**src/rtl/upsmp_pkg.sv**
```systemverilog
// Shared types for the binary upsampling interpolator.
// Assumes nothing beyond IEEE 1800-2017 packages.
package upsmp_pkg;
    // Engine state: idle waits for a window; run walks results 1..3
    typedef enum logic {
        ST_IDLE = 1'b0,
        ST_RUN  = 1'b1
    } upsmp_state_e;
endpackage

```
**src/rtl/upsmp_ring.sv**
```systemverilog
// Rotating register of N bits. On load it stores the load value already
// rotated by STEP. On shift it rotates its own content by STEP. The bit at
// index 0 after a rotation came from index STEP.
// Assumes STEP < N. Reset clears the ring to all zeros.
module upsmp_ring #(
    parameter int N    = 4,
    parameter int STEP = 1
) (
    input  logic         clk,
    input  logic         rst_n,
    input  logic         load,
    input  logic         shift,
    input  logic [N-1:0] load_val,
    output logic [N-1:0] ring
);
    logic [N-1:0] src;
    logic [N-1:0] rot;

    // Pick the vector that gets rotated
    assign src = load ? load_val : ring;

    // Rotation wiring: rot[i] takes src[(i+STEP) mod N]
    for (genvar i = 0; i < N; i++) begin : g_rot
        assign rot[i] = src[(i + STEP) % N];
    end

    // Hold or update the ring
    always_ff @(posedge clk) begin
        if (!rst_n) begin
            ring <= '0;
        end else if (load || shift) begin
            ring <= rot;
        end
    end
endmodule

```
**src/rtl/upsmp_thresh_table.sv**
```systemverilog
// Threshold store with a synchronous write port and an asynchronous read
// port. The contents are not reset, so they must be written before use.
module upsmp_thresh_table #(
    parameter int IDX_W = 8,
    parameter int TH_W  = 5
) (
    input  logic             clk,
    input  logic             we,
    input  logic [IDX_W-1:0] waddr,
    input  logic [TH_W-1:0]  wdata,
    input  logic [IDX_W-1:0] raddr,
    output logic [TH_W-1:0]  rdata
);
    localparam int DEPTH = 1 << IDX_W;

    logic [TH_W-1:0] mem [DEPTH];

    // Store one threshold per write strobe
    always_ff @(posedge clk) begin
        if (we) begin
            mem[waddr] <= wdata;
        end
    end

    // Combinational lookup for the decision stage
    assign rdata = mem[raddr];
endmodule

```
**src/rtl/upsmp_decide.sv**
```systemverilog
// Weighted count and threshold compare for one interpolated pixel.
// inner[0] carries weight 4, the other inner bits weight 2, and each outer
// bit weight 1. The result is 1 when the count is strictly above th.
// Assumes SUM_W >= 3.
module upsmp_decide #(
    parameter int INNER_N = 4,
    parameter int OUTER_N = 8,
    parameter int TH_W    = 5,
    parameter int SUM_W   = 5
) (
    input  logic [INNER_N-1:0] inner,
    input  logic [OUTER_N-1:0] outer,
    input  logic [TH_W-1:0]    th,
    output logic               hit
);
    localparam int CMP_W = (SUM_W > TH_W) ? SUM_W : TH_W;

    logic [SUM_W-1:0] acc;

    // Accumulate the weighted pixel count
    always_comb begin
        acc = {{(SUM_W-3){1'b0}}, inner[0], 2'b00};
        for (int i = 1; i < INNER_N; i++) begin
            acc = acc + {{(SUM_W-2){1'b0}}, inner[i], 1'b0};
        end
        for (int j = 0; j < OUTER_N; j++) begin
            acc = acc + {{(SUM_W-1){1'b0}}, outer[j]};
        end
    end

    // Strict compare against the selected threshold
    assign hit = CMP_W'(acc) > CMP_W'(th);
endmodule

```
**src/rtl/upsmp_interp.sv**
```systemverilog
// Binary shape upsampling interpolator top. It accepts a 12-pixel window
// when idle and emits four interpolated pixels on four consecutive cycles
// through one shared decision datapath. Result 0 is decided from the
// window inputs. Results 1..3 are decided from two rotating rings loaded
// at acceptance. win_adv is raised while the last result is decided, so
// the source shifts on the edge that registers it.
// Assumes the threshold table is written before the first window.
module upsmp_interp
    import upsmp_pkg::*;
#(
    parameter int INNER_N    = 4,
    parameter int OUTER_N    = 8,
    parameter int OUTER_STEP = 2,
    parameter int TH_W       = 5
) (
    input  logic                       clk,
    input  logic                       rst_n,
    input  logic                       win_valid,
    input  logic [INNER_N-1:0]         win_inner,
    input  logic [OUTER_N-1:0]         win_outer,
    input  logic                       tbl_we,
    input  logic [OUTER_N-1:0]         tbl_addr,
    input  logic [TH_W-1:0]            tbl_wdata,
    output logic                       pix_out,
    output logic                       pix_valid,
    output logic [$clog2(INNER_N)-1:0] pix_idx,
    output logic                       win_adv
);
    localparam int PH_W    = $clog2(INNER_N);
    localparam int MAX_SUM = 4 + 2 * (INNER_N - 1) + OUTER_N;
    localparam int SUM_W   = $clog2(MAX_SUM + 1);
    localparam logic [PH_W-1:0] LAST_PH = PH_W'(INNER_N - 1);

    upsmp_state_e     state;
    logic [PH_W-1:0]  phase;
    logic             start;
    logic             running;
    logic             fire;
    logic [INNER_N-1:0] inner_ring;
    logic [OUTER_N-1:0] outer_ring;
    logic [INNER_N-1:0] sel_inner;
    logic [OUTER_N-1:0] sel_outer;
    logic [TH_W-1:0]  th_val;
    logic             decision;

    // Handshake and operand source selection
    assign running   = (state == ST_RUN);
    assign start     = (state == ST_IDLE) && win_valid;
    assign fire      = start || running;
    assign sel_inner = running ? inner_ring : win_inner;
    assign sel_outer = running ? outer_ring : win_outer;
    assign win_adv   = running && (phase == LAST_PH);

    upsmp_ring #(.N(INNER_N), .STEP(1)) u_inner_ring (
        .clk      (clk),
        .rst_n    (rst_n),
        .load     (start),
        .shift    (running),
        .load_val (win_inner),
        .ring     (inner_ring)
    );

    upsmp_ring #(.N(OUTER_N), .STEP(OUTER_STEP)) u_outer_ring (
        .clk      (clk),
        .rst_n    (rst_n),
        .load     (start),
        .shift    (running),
        .load_val (win_outer),
        .ring     (outer_ring)
    );

    upsmp_thresh_table #(.IDX_W(OUTER_N), .TH_W(TH_W)) u_table (
        .clk   (clk),
        .we    (tbl_we),
        .waddr (tbl_addr),
        .wdata (tbl_wdata),
        .raddr (sel_outer),
        .rdata (th_val)
    );

    upsmp_decide #(
        .INNER_N (INNER_N),
        .OUTER_N (OUTER_N),
        .TH_W    (TH_W),
        .SUM_W   (SUM_W)
    ) u_decide (
        .inner (sel_inner),
        .outer (sel_outer),
        .th    (th_val),
        .hit   (decision)
    );

    // Sequence the results within one window position
    always_ff @(posedge clk) begin
        if (!rst_n) begin
            state <= ST_IDLE;
            phase <= '0;
        end else if (start) begin
            state <= ST_RUN;
            phase <= PH_W'(1);
        end else if (running) begin
            phase <= phase + 1'b1;
            if (phase == LAST_PH) begin
                state <= ST_IDLE;
            end
        end
    end

    // Register each decided pixel with its index
    always_ff @(posedge clk) begin
        if (!rst_n) begin
            pix_out   <= 1'b0;
            pix_valid <= 1'b0;
            pix_idx   <= '0;
        end else begin
            pix_valid <= fire;
            if (fire) begin
                pix_out <= decision;
                pix_idx <= running ? phase : '0;
            end
        end
    end
endmodule

```
**config.mk**
```make
export PLATFORM = sky130hd
export DESIGN_NAME = upsmp_interp
export DESIGN_NICKNAME = d
export VERILOG_FILES = /design/src/rtl/upsmp_pkg.sv /design/src/rtl/upsmp_ring.sv /design/src/rtl/upsmp_thresh_table.sv /design/src/rtl/upsmp_decide.sv /design/src/rtl/upsmp_interp.sv
export SDC_FILE = /design/constraint.sdc
export NUM_CORES = 2
export LEC_CHECK = 0
export ABC_AREA = 1
export BUFFER_PORTS_ARGS = -buffer_cell sky130_fd_sc_hd__buf_2
export CAP_MARGIN = 15
export CORE_UTILIZATION = 40
export CTS_BUF_LIST = sky130_fd_sc_hd__clkbuf_4 sky130_fd_sc_hd__clkbuf_8
export DETAILED_ROUTE_END_ITERATION = 8
export PLACE_DENSITY = 0.56
export SYNTH_ARGS = -nofsm -noshare
export SYNTH_HDL_FRONTEND = slang
export SYNTH_HIERARCHICAL = 1
export SYNTH_SLANG_ARGS = --single-unit
```
**constraint.sdc**
```tcl
create_clock -name clk -period 6 [get_ports clk]
set_input_delay 0.9 -clock clk [delete_from_list [all_inputs] [get_ports clk]]
set_output_delay 0.9 -clock clk [all_outputs]
set_load 0.02 [all_outputs]
```
# Word level (Yosys, flattened, before mapping)
# Memory sizes are Yosys's and may differ from the RTL's.
# Index checks and enable logic that the tools add are counted.
# totals
output_inout_bits	5
register_bits	19
mem_count	1
ram_bits	1280
# memory_table
memory	depth	word_bits	rd	rd_ports_with_merged_regs	wr	line_no	rtl
u_table.mem	256	5	1	0	1	upsmp_thresh_table.sv:16	logic [TH_W-1:0] mem [DEPTH];
# classes
bitwise	2
order_cmp	1
addsub	12
n_reduce_logical	5
mux	12
eq_ne	1
# ops
cell	n
adder 5 x 1 -> 5 bit	8
two-way mux 8 bit	2
adder 5 x 2 -> 5 bit	2
two-way mux 4 bit	2
two-way mux 1 bit	7
greater-than comparator 5 bit	1
adder 3 x 2 -> 4 bit	1
adder 2 x 1 -> 2 bit, second input constant	1
equality test 2 bit, second input constant	1
logical AND 1 bit	2
two-way mux 2 bit	1
inverter 1 bit	2
nonzero test 2 bit	1
OR reduction 2 bit	1
logical OR 1 bit	1

# Logic depth before layout (Yosys ltp)
# depth
depth_word	13
ltp_mapped	27

# Hierarchy
# The synthesis kept the hierarchy.
# by_module_without_submodules
mod	n_inst	area_each_um2	seq_area_each_um2	cells_each
upsmp_thresh_table	1	52618.0	38436.9	4547
upsmp_decide	1	452.9	0.0	56
upsmp_interp	1	425.4	140.1	72
upsmp_ring at u_outer_ring	1	419.2	160.2	66
upsmp_ring at u_inner_ring	1	198.9	80.1	33

# Worst setup path after synthesis
# OpenSTA, ideal clock, no wires.
# synth_path
path_type	input -> register
from	input port win_outer[1]
to	register pix_out
t_arrival_ns	4.161
stages	20
path_buffers	0
t_required_ns	5.887
slack_ns	1.726
cell_sequence	inv_1 o21ai_0 fa_1 inv_1 fa_1 fa_1 inv_1 ha_1 fa_1 a21oi_1 o21bai_1 ha_1 nand2_2 inv_1 nand2_1 nand2_1 nor2_1 nor2_1 nor2_1 nor2_1
# synth_between
elab_chain_cells	9
# synth_lines
item	line_no	rtl
from (decl)	upsmp_interp.sv:20	input logic [OUTER_N-1:0] win_outer,
two-way mux 8 bit *	upsmp_interp.sv:51	assign sel_outer = running ? outer_ring : win_outer;
via sel_outer[1]	upsmp_interp.sv:42	logic [OUTER_N-1:0] sel_outer;
adder 5 x 1 -> 5 bit (7 in series)	upsmp_decide.sv:27	acc = acc + {{(SUM_W-1){1'b0}}, outer[j]};
greater-than comparator 5 bit *	upsmp_decide.sv:32	assign hit = CMP_W'(acc) > CMP_W'(th);
via decision	upsmp_interp.sv:44	logic decision;
to (signal assigned)	upsmp_interp.sv:118	pix_out <= decision;
to (decl)	upsmp_interp.sv:24	output logic pix_out,
# The timed path passes the listed nets; every way through them passes the cells marked *.
# A chain may end at the register's enable or synchronous reset.

# Worst setup path after layout
# layout_path
from	register state, in the netlist running
to	register pix_out
# layout_rtl
item	line_no	rtl
from (decl)	upsmp_interp.sv:34	upsmp_state_e state;
from (signal assigned)	upsmp_interp.sv:96	state <= ST_IDLE;
from (signal assigned)	upsmp_interp.sv:99	state <= ST_RUN;
from (signal assigned)	upsmp_interp.sv:104	state <= ST_IDLE;
two-way mux 8 bit	upsmp_interp.sv:51	
via sel_outer[1]	upsmp_interp.sv:42	
memory read (256 x 5 bit)	--	
via th_val[4]	upsmp_interp.sv:43	logic [TH_W-1:0] th_val;
greater-than comparator 5 bit	upsmp_decide.sv:32	
via decision	upsmp_interp.sv:44	
# The timed path passes the listed nets, and every way through them passes these cells.

==> impl_metrics.toml <==
[detailed_routing]
wl_met2_mm = 68.7
drt.antenna.violating_nets = 0
drt_iter0_markers = 3599
dr.pass1.iters = 8
wl_met1_mm = 64.0
drc = 6
topRoutingLayerUsed = "met4"
wl_met3_mm = 10.2
totalWireLength_mm = 148
vias = 36100
wl_per_cell_microns = 22.0
via_per_inst = 5.37

[cts]
cts-buffers-inserted = 211
post_cts_buffers = 0
postCtsHoldBufs = 0
cts-root-buf = "clkbuf_8"
cts.path.max_buffers = 3
clk_latency_ns = 0.89
htreeDepth = 4
cts_tree = "yes"
clk_pin_slew_ns = 0.07
clock-sinks = 1299
cts_resized = 0

[power]
power.leakage_nw = 21.0
ir_drop_uv = 234
swShare_pct = 25.8
pwr-share-seq_pct = 51.9
clkPwrFrac_pct = 37.4
comb_power_share_pct = 10.6
p_int_mw = 14.3
switchingPower_mw = 4.97
power_density_nw_per_um2 = 322

[setup_path]
reg2reg_from = "running$_SDFF_PN0_"
reg2reg_setup_slack_ns = 1.49
required_ns = 6.79
r2r_cells = 25
r2r-end = "pix_out$_SDFFE_PN0P_"
crit_type = "flip-flop to flip-flop"
path_max_fanout = 123
startpoint_type = "flip-flop"
cp-end-kind = "flip-flop"
cp.arrival_ns = 5.29

[worst_hold_path]
min_to = "pix_valid$_SDFF_PN0_"
whs_path_depth = 3
hp-start = "win_valid"
hold_path.class = "primary input to flip-flop"

[place]
dpl.hpwl_mm = 82.1
placed_area_sq_um = 56000
port_buffers = 33
globalplace.congestion = 0.845

[die]
dieHeight_microns = 370
initial_utilization_pct = 40.4
dieArea_sq_um = 137000
io_pins = 34
core_sq_um = 134000
rows = 134
fp.dieW_microns = 370

[sta]
fmax_mhz = 222
setup_viol = 0
slew_headroom_pct = 31.1
drv_slew = 0
finalCriticalPeriod_ns = 4.51
hold_viol = 0
hold_ws_ns = 0.336
tightest_slew_ns = 1.03
finalSetupTns_ns = 0
finalCritPeriodShare_pct = 75.1
rsz0062_at_grt = "no"
finClkSkew_ns = 0.0342

[cells_and_area]
nNetsFinal = 4834
area_growth_pct = 10.6
final_area_sq_um = 59900
layout-drive-gt1-share_pct = 8.90
num-fill-cells = 12400

[grt]
grt_pass1_vias = 35000
grt-ovfl-total = 0
grt_start_max_net_pins = 171
grt_pass1_wl_mm = 221
grt_usage_pct = 21.5
antenna_found_initial = 4

[flow_run]
max_cap_violations = 0

[synth]
async_flop_share_pct = 0
synth_top_area_share_pct = 71.0
synthCells = 4774
yosys-top-cells-count = "1478 x nand2_1, 1280 x edfxtp_1, 1244 x nand3_1"
synth-seq-area-share_pct = 71.7
synth_top_cell_by_area = "edfxtp_1"
synth_flop_cell = "edfxtp_1"
syn_area_per_cell_sq_um = 11.3
synth.distinct_cells = 27
yosysMostFrequentCell = "nand2_1"
synth_area_leaders = "edfxtp_1 71%, nand3_1 12%, nand2_1 10%, nor2_1 2.0%, buf_2 1.8%"
synth_fp_nets = 4823
ys_seq_elements = 1299
syn-cell-area_sq_um = 54100
ys_warn_count = 6
synth_edf_count = 1280

[outcome]
status = "complete, but fails checks"
violations = "DRC"
-- worst max-delay path, stage by stage (launching register included) --
cell	delay (ns)
dfxtp_2	0.57
nand2_1	0.16
o21ai_4	0.12
buf_12	0.52
inv_8	0.37
buf_12	0.33
buf_12	0.20
nand3_1	0.10
nand3_1	0.07
nand3_1	0.11
nand3_1	0.16
nand2_1	0.21
nand2_1	0.07
nand3_1	0.09
nand3_1	0.15
nand2_1	0.10
inv_1	0.05
ha_1	0.31
nand2_2	0.10
inv_1	0.06
nand2_1	0.07
nand2_1	0.06
nor2_1	0.09
nor2_1	0.05
nor2_1	0.10
nor2_1	0.06
-- cells in the final DEF, fill, tap and decap left out, types with 2 or more instances in the layout --
cell type      n
buf_2         28
clkinv_1      67
inv_1         83
inv_6          3
fa_1           6
clkinv_2      20
nand3_1     1244
inv_2          2
buf_8          5
buf_12        24
inv_8          4
a21oi_1       14
o21ai_4        5
nand2_1     1478
clkinvlp_4     2
edfxtp_1    1280
clkbuf_4      62
nor2_2         2
buf_4         58
dfxtp_1       18
o21ai_0        5
nor2_1       289
clkbuf_8     218
diode_2        5
ha_1          14
-- layout make-up --
type	instances	area [sq um]	area share, %
Multi-Input combinational cell	3067	13400	22.4
Antenna cell	5	12.5	0.0209
Timing Repair Buffer	115	1130	1.89
Clock inverter	92	440	0.736
Inverter	91	363	0.606
Sequential cell	1299	38800	64.8
Clock buffer	280	3470	5.79
Tap cell	1768	2210	3.69
-- worst max-delay path by stage --
stage                        from                   end  depth (start not counted)
5_1_grt        running$_SDFF_PN0_  pix_out$_SDFFE_PN0P_                         25
4_1_cts        running$_SDFF_PN0_  pix_out$_SDFFE_PN0P_                         25
3_5_place_dp         win_outer[1]  pix_out$_SDFFE_PN0P_                         26
6_report       running$_SDFF_PN0_  pix_out$_SDFFE_PN0P_                         25
3_3_place_gp         win_outer[1]  pix_out$_SDFFE_PN0P_                         26
2_1_floorplan        win_outer[1]  pix_out$_SDFFE_PN0P_                         20
-- layer usage --
layer	global-route usage, %	vias up
li1	-	16800
met1	29.5	17700
met2	33.8	1329
met3	4.22	293
met4	8.38	0
met5	0	-
-- metrics by stage --
stage          worst slack [ns]  std cells  total power, mW  util, %
2_1_floorplan              1.73       4774             11.5        -
3_3_place_gp               1.07       6340             12.2     41.8
3_5_place_dp               1.15       6340             12.2     41.8
4_1_cts                    1.55       6712             19.4     44.7
5_1_grt                    1.21       6716             20.0     44.7
6_report                   1.49       6717             19.3     44.8
-- kinds of logic (layout without fill, tap and decap cells) --
group	after synthesis	in the layout	synth area share [%]
adder cells (fa/ha/maj)	20	20	0.546
buffers and inverters	408	578	3.56
XOR/XNOR	2	2	0.0324
AND/OR/NAND/NOR	3018	3018	23.9
AO/OA/AOI/OAI	27	27	0.254
other	0	5	0
flip-flops	1299	1299	71.7
-- power by group through the flow --
| stage | Sequential (mW) | Clock (mW) | Combinational (mW) |
|---|---|---|---|
| after global placement | 10.2 | 0 | 2.04 |
| after global routing | 10.0 | 7.77 | 2.24 |
| after CTS | 10.0 | 7.38 | 2.05 |
| after floorplan | 10.2 | 0 | 1.26 |
| after detailed placement | 10.2 | 0 | 2.04 |
| final | 10.0 | 7.22 | 2.05 |
-- registers in the layout (all words and copies together) (netlist names) --
| register | count |
|---|---|
| phase | 2 |
| pix_idx | 2 |
| pix_out | 1 |
| pix_valid | 1 |
| running | 1 |
| u_inner_ring/ring | 4 |
| u_outer_ring/ring | 8 |
| u_table/mem | 1280 |
Power figures use the tool's default switching activity.
